## src/rtl/wfe_pkg.sv

```systemverilog
package wfe_pkg;
    typedef enum logic [1:0] {
        POL_READ  = 2'd0,
        POL_PROG  = 2'd1,
        POL_RESET = 2'd2
    } wfe_pol_e;

    typedef enum logic [2:0] {
        ST_IDLE,
        ST_GUARD,
        ST_CDELAY,
        ST_SCMD,
        ST_PPIN,
        ST_PSTAT,
        ST_FINAL
    } wfe_state_e;

    localparam int unsigned RDY_BIT = 6;
    localparam logic [7:0]  STAT_READY = 8'h40;
endpackage

```

## src/rtl/wfe_sync.sv

```systemverilog
module wfe_sync #(
    parameter int unsigned STAGES = 2
) (
    input  logic clk_i,
    input  logic rst_ni,
    input  logic d_i,
    output logic q_o
);
    logic [STAGES-1:0] sh_q;

    generate
        if (STAGES == 1) begin : g_one
            always_ff @(posedge clk_i or negedge rst_ni) begin
                if (!rst_ni) sh_q <= '0;
                else         sh_q <= d_i;
            end
        end else begin : g_chain
            always_ff @(posedge clk_i or negedge rst_ni) begin
                if (!rst_ni) sh_q <= '0;
                else         sh_q <= {sh_q[STAGES-2:0], d_i};
            end
        end
    endgenerate

    assign q_o = sh_q[STAGES-1];
endmodule

```

## src/rtl/wfe_timer.sv

```systemverilog
module wfe_timer #(
    parameter int unsigned CYC_PER_US = 125,
    parameter int unsigned CYC_W      = 6,
    parameter int unsigned US_W       = 20
) (
    input  logic             clk_i,
    input  logic             rst_ni,
    input  logic             clr_i,
    output logic [CYC_W-1:0] cyc_o,
    output logic [US_W-1:0]  us_o
);
    localparam int unsigned PRE_W = $clog2(CYC_PER_US) + 1;

    typedef struct packed {
        logic [CYC_W-1:0] cyc;
        logic [PRE_W-1:0] pre;
        logic [US_W-1:0]  us;
    } tmr_t;

    tmr_t t_d, t_q;

    always_comb begin
        t_d = t_q;
        if (clr_i) begin
            t_d = '0;
        end else begin
            if (t_q.cyc != '1) t_d.cyc = t_q.cyc + 1'b1;
            if (t_q.pre == PRE_W'(CYC_PER_US - 1)) begin
                t_d.pre = '0;
                if (t_q.us != '1) t_d.us = t_q.us + 1'b1;
            end else begin
                t_d.pre = t_q.pre + 1'b1;
            end
        end
    end

    always_ff @(posedge clk_i or negedge rst_ni) begin
        if (!rst_ni) t_q <= '0;
        else         t_q <= t_d;
    end

    assign cyc_o = t_q.cyc;
    assign us_o  = t_q.us;

    // time base for every delay and timeout never runs backwards
    assert_us_monotonic_R4: assert property (@(posedge clk_i) disable iff (!rst_ni)
        !clr_i |=> us_o >= $past(us_o));
endmodule

```

## src/rtl/wfe_route.sv

```systemverilog
module wfe_route
    import wfe_pkg::*;
#(
    parameter int unsigned US_W       = 20,
    parameter int unsigned RDY_TMO_US = 400_000,
    parameter int unsigned RST_TMO_US = 250_000
) (
    input  wfe_pol_e          pol_i,
    input  logic              pin_i,
    output wfe_state_e        first_o,
    output logic [US_W-1:0]   tmo_lim_o
);
    always_comb begin
        if (pol_i == POL_PROG)  first_o = ST_SCMD;
        else if (pin_i)         first_o = ST_PPIN;
        else                    first_o = ST_CDELAY;

        if (pol_i == POL_RESET && !pin_i) tmo_lim_o = US_W'(RST_TMO_US);
        else                              tmo_lim_o = US_W'(RDY_TMO_US);
    end
endmodule

```

## src/rtl/flash_wait_engine.sv

```systemverilog
module flash_wait_engine
    import wfe_pkg::*;
#(
    parameter int unsigned CLK_HZ       = 125_000_000,
    parameter int unsigned TWB_NS       = 100,
    parameter int unsigned RDY_TMO_US   = 400_000,
    parameter int unsigned RST_TMO_US   = 250_000,
    parameter int unsigned DEF_DELAY_US = 20,
    parameter int unsigned DLY_W        = 16
) (
    input  logic             clk_i,
    input  logic             rst_ni,
    input  logic             start_i,
    input  logic [1:0]       policy_i,
    input  logic             pin_avail_i,
    input  logic             rb_pin_i,
    input  logic [DLY_W-1:0] cfg_delay_us_i,
    output logic             rd_req_o,
    output logic             rd_cmd_o,
    input  logic             rd_ack_i,
    input  logic [7:0]       rd_data_i,
    output logic             done_o,
    output logic [7:0]       status_o,
    output logic             timeout_o
);
    localparam int unsigned CYC_PER_US = (CLK_HZ / 1_000_000 > 0) ? CLK_HZ / 1_000_000 : 1;
    localparam int unsigned TWB_RAW    = (CYC_PER_US * TWB_NS + 999) / 1000;
    localparam int unsigned TWB_CYC    = (TWB_RAW > 0) ? TWB_RAW : 1;
    localparam int unsigned CYC_W      = $clog2(TWB_CYC + 1) + 1;
    localparam int unsigned DLY_MAX    = (1 << DLY_W) - 1;
    localparam int unsigned TMO_MAX    = (RDY_TMO_US > RST_TMO_US) ? RDY_TMO_US : RST_TMO_US;
    localparam int unsigned US_MAX     = (TMO_MAX > DLY_MAX) ? TMO_MAX : DLY_MAX;
    localparam int unsigned US_W       = $clog2(US_MAX + 1) + 1;

    typedef struct packed {
        wfe_state_e       st;
        wfe_pol_e         pol;
        logic             pin;
        logic [DLY_W-1:0] dly;
        logic [7:0]       stat;
        logic             tmo;
        logic             done;
    } regs_t;

    regs_t r_d, r_q;

    logic             rb_s;
    logic             tmr_clr;
    logic [CYC_W-1:0] tmr_cyc;
    logic [US_W-1:0]  tmr_us;
    wfe_state_e       first_st;
    logic [US_W-1:0]  tmo_lim;
    logic             is_prog;
    logic             timed_out;

    wfe_sync #(.STAGES(2)) u_sync (
        .clk_i  (clk_i),
        .rst_ni (rst_ni),
        .d_i    (rb_pin_i),
        .q_o    (rb_s)
    );

    wfe_timer #(.CYC_PER_US(CYC_PER_US), .CYC_W(CYC_W), .US_W(US_W)) u_timer (
        .clk_i  (clk_i),
        .rst_ni (rst_ni),
        .clr_i  (tmr_clr),
        .cyc_o  (tmr_cyc),
        .us_o   (tmr_us)
    );

    wfe_route #(.US_W(US_W), .RDY_TMO_US(RDY_TMO_US), .RST_TMO_US(RST_TMO_US)) u_route (
        .pol_i     (r_q.pol),
        .pin_i     (r_q.pin),
        .first_o   (first_st),
        .tmo_lim_o (tmo_lim)
    );

    assign is_prog   = (r_q.pol == POL_PROG);
    assign timed_out = (tmr_us >= tmo_lim);

    always_comb begin
        r_d      = r_q;
        r_d.done = 1'b0;
        tmr_clr  = 1'b0;
        rd_req_o = 1'b0;
        rd_cmd_o = 1'b0;
        unique case (r_q.st)
            ST_IDLE: begin
                if (start_i) begin
                    r_d.st  = ST_GUARD;
                    r_d.pol = (policy_i == 2'd3) ? POL_READ : wfe_pol_e'(policy_i);
                    r_d.pin = pin_avail_i;
                    r_d.dly = (cfg_delay_us_i == '0) ? DLY_W'(DEF_DELAY_US) : cfg_delay_us_i;
                    tmr_clr = 1'b1;
                end
            end
            ST_GUARD: begin
                if (tmr_cyc >= CYC_W'(TWB_CYC - 1)) begin
                    r_d.st  = first_st;
                    tmr_clr = 1'b1;
                end
            end
            ST_CDELAY: begin
                if (tmr_us >= US_W'(r_q.dly)) begin
                    tmr_clr = 1'b1;
                    if (r_q.pol == POL_RESET) begin
                        r_d.st = ST_SCMD;
                    end else begin
                        r_d.st   = ST_IDLE;
                        r_d.done = 1'b1;
                        r_d.stat = STAT_READY;
                        r_d.tmo  = 1'b0;
                    end
                end
            end
            ST_SCMD: begin
                rd_req_o = 1'b1;
                rd_cmd_o = 1'b1;
                if (rd_ack_i) begin
                    tmr_clr = 1'b1;
                    r_d.st  = r_q.pin ? ST_PPIN : ST_PSTAT;
                end
            end
            ST_PPIN: begin
                if (rb_s || timed_out) begin
                    if (is_prog) begin
                        r_d.st = ST_FINAL;
                    end else begin
                        r_d.st   = ST_IDLE;
                        r_d.done = 1'b1;
                        r_d.stat = rb_s ? STAT_READY : 8'h00;
                        r_d.tmo  = !rb_s;
                    end
                end
            end
            ST_PSTAT: begin
                rd_req_o = 1'b1;
                if (rd_ack_i && (rd_data_i[RDY_BIT] || timed_out)) begin
                    if (is_prog) begin
                        r_d.st = ST_FINAL;
                    end else begin
                        r_d.st   = ST_IDLE;
                        r_d.done = 1'b1;
                        r_d.stat = rd_data_i;
                        r_d.tmo  = !rd_data_i[RDY_BIT];
                    end
                end
            end
            ST_FINAL: begin
                rd_req_o = 1'b1;
                if (rd_ack_i) begin
                    r_d.st   = ST_IDLE;
                    r_d.done = 1'b1;
                    r_d.stat = rd_data_i;
                    r_d.tmo  = !rd_data_i[RDY_BIT];
                end
            end
            default: r_d.st = ST_IDLE;
        endcase
    end

    always_ff @(posedge clk_i or negedge rst_ni) begin
        if (!rst_ni) begin
            r_q     <= '0;
            r_q.st  <= ST_IDLE;
            r_q.pol <= POL_READ;
        end else begin
            r_q <= r_d;
        end
    end

    assign done_o    = r_q.done;
    assign status_o  = r_q.stat;
    assign timeout_o = r_q.tmo;

    // cycles elapsed since the last accepted start, used by the guard checks
    logic [CYC_W-1:0] age_q;
    always_ff @(posedge clk_i or negedge rst_ni) begin
        if (!rst_ni)                          age_q <= '0;
        else if (r_q.st == ST_IDLE && start_i) age_q <= '0;
        else if (age_q != '1)                 age_q <= age_q + 1'b1;
    end

    assert_guard_req_R2: assert property (@(posedge clk_i) disable iff (!rst_ni)
        rd_req_o |-> age_q >= CYC_W'(TWB_CYC));

    assert_guard_done_R2: assert property (@(posedge clk_i) disable iff (!rst_ni)
        done_o |-> age_q >= CYC_W'(TWB_CYC));

    assert_no_traffic_R5: assert property (@(posedge clk_i) disable iff (!rst_ni)
        (r_q.st != ST_IDLE && r_q.pol == POL_READ && !r_q.pin) |-> !rd_req_o);

    assert_final_flag_R8: assert property (@(posedge clk_i) disable iff (!rst_ni)
        (done_o && r_q.pol == POL_PROG) |-> (timeout_o == !status_o[RDY_BIT]));

    assert_busy_start_R12: assert property (@(posedge clk_i) disable iff (!rst_ni)
        (r_q.st != ST_IDLE && start_i) |=> $stable(r_q.pol) && $stable(r_q.pin));

    assert_done_pulse_R13: assert property (@(posedge clk_i) disable iff (!rst_ni)
        done_o |=> !done_o);

    assert_req_hold_R14: assert property (@(posedge clk_i) disable iff (!rst_ni)
        (rd_req_o && !rd_ack_i) |=> rd_req_o && $stable(rd_cmd_o));
endmodule

```

## config.mk

```make
export PLATFORM = sky130hd
export DESIGN_NAME = flash_wait_engine
export DESIGN_NICKNAME = d
export VERILOG_FILES = /design/src/rtl/wfe_pkg.sv /design/src/rtl/wfe_sync.sv /design/src/rtl/wfe_timer.sv /design/src/rtl/wfe_route.sv /design/src/rtl/flash_wait_engine.sv
export SDC_FILE = /design/constraint.sdc
export NUM_CORES = 1
export LEC_CHECK = 0
export CAP_MARGIN = 15
export CORE_AREA = 2 2 111 113
export DETAILED_ROUTE_END_ITERATION = 6
export DIE_AREA = 0 0 113 115
export HOLD_SLACK_MARGIN = 0.1
export PLACE_DENSITY = 0.56
export SETUP_SLACK_MARGIN = 0.4
export SLEW_MARGIN = 20
export SYNTH_ARGS = -nofsm -noshare
export SYNTH_HDL_FRONTEND = slang
export SYNTH_SLANG_ARGS = --single-unit
```

## constraint.sdc

```tcl
create_clock -name clk_i -period 2.82 [get_ports clk_i]
set_clock_uncertainty 0.15 [all_clocks]
set_input_delay 0.564 -clock clk_i [delete_from_list [all_inputs] [get_ports clk_i]]
set_output_delay 0.564 -clock clk_i [all_outputs]
set_load 0.02 [all_outputs]
```

# Word-level counts from Yosys, hierarchy flattened
# Cells that the tools add are included.
[word_totals] wordCells=94 reg_bits=67
[op_classes] reduce_logical=18 eq_ne=22 addsub=3 mux=37 order_cmp=3
[op_table] op="10-bit 2-to-1 mux" count=7
[op_table] op="20-bit 2-to-1 mux" count=2
[op_table] op="10-bit case mux with 4 select lines" count=1
[op_table] op="33-bit 2-to-1 mux" count=1
[op_table] op="3-bit 2-to-1 mux" count=9
[op_table] op="22-bit 2-to-1 mux" count=1
[op_table] op="3-bit case mux with 7 select lines" count=1
[op_table] op="20-bit by 1-bit adder with 20-bit output (second input constant)" count=1
[op_table] op="20-bit by 16-bit >= comparator with 1-bit output" count=1
[op_table] op="20-bit >= comparator" count=1
[op_table] op="2-bit inequality test (second input constant)" count=10
[op_table] op="20-bit inequality test (second input constant)" count=1
[op_table] op="19-bit 2-to-1 mux" count=1
[op_table] op="16-bit zero test" count=1
[op_table] op="16-bit 2-to-1 mux" count=1
[op_table] op="3-bit == test (second input constant)" count=3
[op_table] op="8-bit by 1-bit adder with 8-bit output (second input constant)" count=1
[op_table] op="8-bit by 7-bit == test with 1-bit output (second input constant)" count=1
[op_table] op="8-bit 2-to-1 mux" count=1
[op_table] op="8-bit AND reduction" count=1
[op_table] op="1-bit 2-to-1 mux" count=7
[op_table] op="7-bit 2-to-1 mux" count=1
[op_table] op="7-bit AND reduction" count=1
[op_table] op="3-bit by 2-bit == test with 1-bit output (second input constant)" count=2
[op_table] op="17 further kinds" count=26

# Depth between registers and ports, before layout
[depth] ltp_word=8 mapped_depth=10 ltp_nobuf=9

# Cells and area by module
# Synthesis repeated with hierarchy kept, for this count alone.
[hier_totals] cells_unflattened=505 area_unflattened_um2=4693.3
[modules_own_cells] module="flash_wait_engine" n_inst=1 area_each_um2=2467.4 cells_per_inst=274
[modules_own_cells] module="wfe_timer" n_inst=1 area_each_um2=2000.7 cells_per_inst=203
[modules_own_cells] module="wfe_route" n_inst=1 area_each_um2=175.2 cells_per_inst=26
[modules_own_cells] module="wfe_sync" n_inst=1 area_each_um2=50.0 cells_per_inst=2

# Worst setup path before layout
# Ideal clock, no wire load.
[synth_path] kind="register -> register" from="register r_q[26] (netlist bit)" to="register r_q (netlist bit status_o[3])" t_required_ps=2575 setup_ps=95 period_less_slack_ps=2560 path_buffers=1 path_slack_ps=260 t_arrival_ps=2314 path_stages_with_launch=10 path_cell_list="dfrtp_1 > nor3b_1 > inv_1 > ha_1 > a21o_1 > a21oi_1 > a2bb2oi_1 > o211ai_2 > buf_2 > o31ai_1"
[synth_via] elab_chain_cells=8 elab_cells_between_ends=10 classes_between="1 x order compare; 2 x eq/ne; 1 x mux; 6 x reduce/logical"
[synth_lines] element="from (decl)" line="flash_wait_engine.sv:45" text="regs_t r_d, r_q;"
[synth_lines] element="from (signal assigned)" line="flash_wait_engine.sv:168" text="r_q <= r_d;"
[synth_lines] element="1-bit zero test (*)" line="wfe_route.sv:18" text="if (pol_i == POL_RESET && !pin_i) tmo_lim_o = US_W'(RST_TMO_US);"
[synth_lines] element="1-bit logical AND (*)" line="wfe_route.sv:18"
[synth_lines] element="19-bit 2-to-1 mux (*)" line="wfe_route.sv:18"
[synth_lines] element="20-bit >= comparator (*)" line="flash_wait_engine.sv:79" text="assign timed_out = (tmr_us >= tmo_lim);"
[synth_lines] element="1-bit logical OR" line="flash_wait_engine.sv:138" text="if (rd_ack_i && (rd_data_i[RDY_BIT] || timed_out)) begin"
[synth_lines] element="1-bit logical AND" line="flash_wait_engine.sv:138"
[synth_lines] element="2-bit inequality test (no line)"
[synth_lines] element="8-bit AND reduction (no line) (*)"
# Mark *: on every way between the ends. The rest lies on a longest branch, timed or not.
# A chain may end at the register's enable or synchronous reset.

==> flow_summary_export.csv <==
group,metric,value,unit
layout,syn_to_final_growth,35.5,%
drt,postRouteWirelength,9.98,mm
global_route,antenna_found_initial,0,
hold_path,hold_path_end,"u_sync.sh_q[1]",
setup_path,cp-end-kind,"flip-flop",
synthesis,ys.flop_type,"dfrtp_1",
hold_path,hp-class,"flip-flop to flip-flop",
hold_path,min-delay-start,"u_sync.sh_q[0]",
global_route,grt.total_usage,0.158,
timing,max_slew_margin,0.608,
drt,dr.pass1.iters,6,
setup_path,path_class,"flip-flop to flip-flop",
floorplan,die_area,0.0130,mm²
floorplan,rows,40,
run,cap_violations,0,
setup_path,r2r_start,"r_q[15]",
floorplan,fp.dieW,113,µm
synthesis,synthMostInstantiatedCell,"dfrtp_1",
layout,drive_gt1_frac,0.229,
place,io_buffers,43,
drt,drc,4,
hold_path,whs_path_depth,0,
synthesis,netlist_instances,437,
global_route,grtUsageMet1,0.203,
synthesis,synth_top_area_cell,"dfrtp_1",
setup_path,worst-path-max-fanout,5,
floorplan,io_pins,44,
layout,antennaDiodeCount,0,
setup_path,arrival,2.56,ns
timing,period_needed,2.45,ns
synthesis,netlist.area_leader.share,0.411,
setup_path,slowest_stage,"dfrtp_1",
synthesis,synth_area_leaders,"dfrtp_1 41%, ha_1 8.0%, a21oi_1 4.2%, nand2_1 3.6%, xnor2_1 3.4%",
drt,drt-wirelength-per-cell,15.3,µm
setup_path,crit_top_cell,"buf_12",
global_route,grt_pass1_vias,3300,
drt,drt.antenna.violating_nets,0,
synthesis,ys_top_cells_by_count,"67 x dfrtp_1, 39 x nand2_1, 37 x inv_1",
timing,grt_setup_unrepaired,"yes",
status,violations,"DRC",
clock_network,htree_levels,3,
power_and_ir_drop,irDropWorstVdd,0.000330,V
setup_path,r2r_cells,11,
synthesis,yosysUniqueCellTypes,62,
place,dp.cells,617,
global_route,grt_max_degree,46,
timing,fin_crit_sh,0.868,
global_route,grt_pass1_wl,16.2,mm
place,dpl_cell_area,0.00476,mm²
place,dp_hpwl,6.63,mm
setup_path,critPathLaunch,"r_q[15]",
place,place.gp.congestion,0.862,
global_route,gr-usage-met2,0.256,
layout,stdcell_count,653,
timing,setup-tns-final,0,ns
synthesis,avgSynthCellArea,9.34,µm²
drt,drtIter0Drc,161,
setup_path,max_stage_delay,0.37,ns
power_and_ir_drop,power.total,4.73,mW
timing,finalMaxSlewViolations,0,
global_route,grt_use_met3,0.0374,
synthesis,synthesis.nets,495,
drt,dr_total_vias,3396,
layout,fillerInstances,1107,
power_and_ir_drop,leakage,2.31,nW
clock_network,cts_tree,"built",
layout,stdcell_area,0.00553,mm²
setup_path,r2r-end,"u_timer.t_q[20]",
layout,fin_nets,560,
power_and_ir_drop,p_per_area,856,mW/mm²
timing,fmax,408,MHz
setup_path,startpoint_type,"flip-flop",
timing,setup_viol,0,
floorplan,initial_core_util,0.345,
clock_network,clk_pin_slew_worst_paths,0.05,ns
floorplan,core_area,0.0118,mm²
global_route,grt_overflow,0,
setup_path,r2r_slack,0.37,ns
setup_path,path_cells,"inv_2 > ha_4 > a211o_1 > a21oi_2 > o31ai_4 > a211oi_4 > buf_6 > o21ai_4 > buf_12 > buf_12 > a211oi_2",
timing,hold_violations,0,
timing,whs,0.202,ns
clock_network,numCtsBuffers,9,
clock_network,cts.sinks,67,
place,dp_slack,0.190,ns
timing,worst_pin_slew,0.588,ns
status,status,"complete, but fails checks",
global_route,busiest_layer,"met2",
timing,setup_slack,0.371,ns
floorplan,die_h,115,µm
synthesis,synthesis.area,0.00408,mm²
layout,final_util,0.468,
setup_path,crit_required,2.93,ns
drt,routed_via_density,5.20,
clock_network,cts_buffer_depth,2,
clock_network,cts_root_buffer,"clkbuf_16",
synthesis,ys_warn_count,0,
clock_network,insertion_delay,0.34,ns
synthesis,synth_edf_count,0,
synthesis,seq_area_frac_synth,0.411,
synthesis,async_reset_ff_frac,1.00,
synthesis,synth_seq_cells,67,
## worst max-delay path by stage
stage / end / cells past startpoint
floorplan: status_o[3] / 9
global placement: status_o[4] / 8
detailed placement: status_o[3] / 8
CTS: r_q[30] / 9
global route: r_q[30] / 9
finish: u_timer.t_q[20] / 11
## repair_timing
action                                  4_1_cts  5_1_grt
endpoints found under the setup margin       28       46
hold buffers                                  1        0
gates resized for setup                       8       45
pin swaps                                     6       32
buffers inserted                              4       12
cloned                                        0        4
hold endpoints to repair                     22        0
## critical path: cells and delay by family, from the launching register on
family          cells  cell delay, ns
compound gates      6            1.12
buf+inv             4            0.53
flops               1            0.37
fa+ha+maj           1            0.20
## flip-flops by register name (all words and copies together) (netlist names)
name           count
status_o           8
u_timer.us_o      20
timeout_o          1
u_timer.t_q        8
r_q               22
done_o             1
u_sync.sh_q        2
u_timer.cyc_o      5
## cell families after synthesis
| group | Yosys count | share of synthesized area |
|---|---|---|
| XOR/XNOR | 29 | 0.0622 |
| AO/OA/AOI/OAI | 110 | 0.184 |
| flip-flops | 67 | 0.411 |
| adder cells (fa/ha/maj) | 27 | 0.0822 |
| buffers and inverters | 65 | 0.0727 |
| multiplexers | 5 | 0.0129 |
| AND/OR/NAND/NOR | 134 | 0.175 |
## where the power goes
group          internal, mW  switching [mW]  leakage [nW]
logic                  1.01            1.17          1.30
clock network         0.726           0.406         0.146
registers              1.24           0.186         0.866
total                  2.97            1.76          2.31
## layout make-up
type,instances,area (µm²),share of cell area
Tap cell,147,184,0.0333
Clock buffer,13,260,0.0471
Timing Repair Buffer,81,816,0.148
Sequential cell,67,1680,0.304
Inverter,38,143,0.0258
Clock inverter,2,35.0,0.00633
Multi-Input combinational cell,305,2410,0.436
## per-layer routing
layer,vias up,share of wire
li1,1687,-
met1,1630,0.48
met2,64,0.46
met3,15,0.038
met4,0,0.021
met5,-,0
## cells in the final DEF, fill, tap and decap left out, drive strengths merged, types with 7 or more instances in the layout
cell type      instances
dfrtp                 67
clkdlybuf4s50         40
nand2                 39
inv                   38
buf                   35
a21oi                 34
ha                    26
o21ai                 21
nor2                  16
xnor2                 16
clkbuf                16
xor2                  13
nor3                  12
o31ai                 11
a211oi                11
nand3                 10
nor4                  10
nand4                  8
and3                   7
Power figures use the tool's default switching activity.
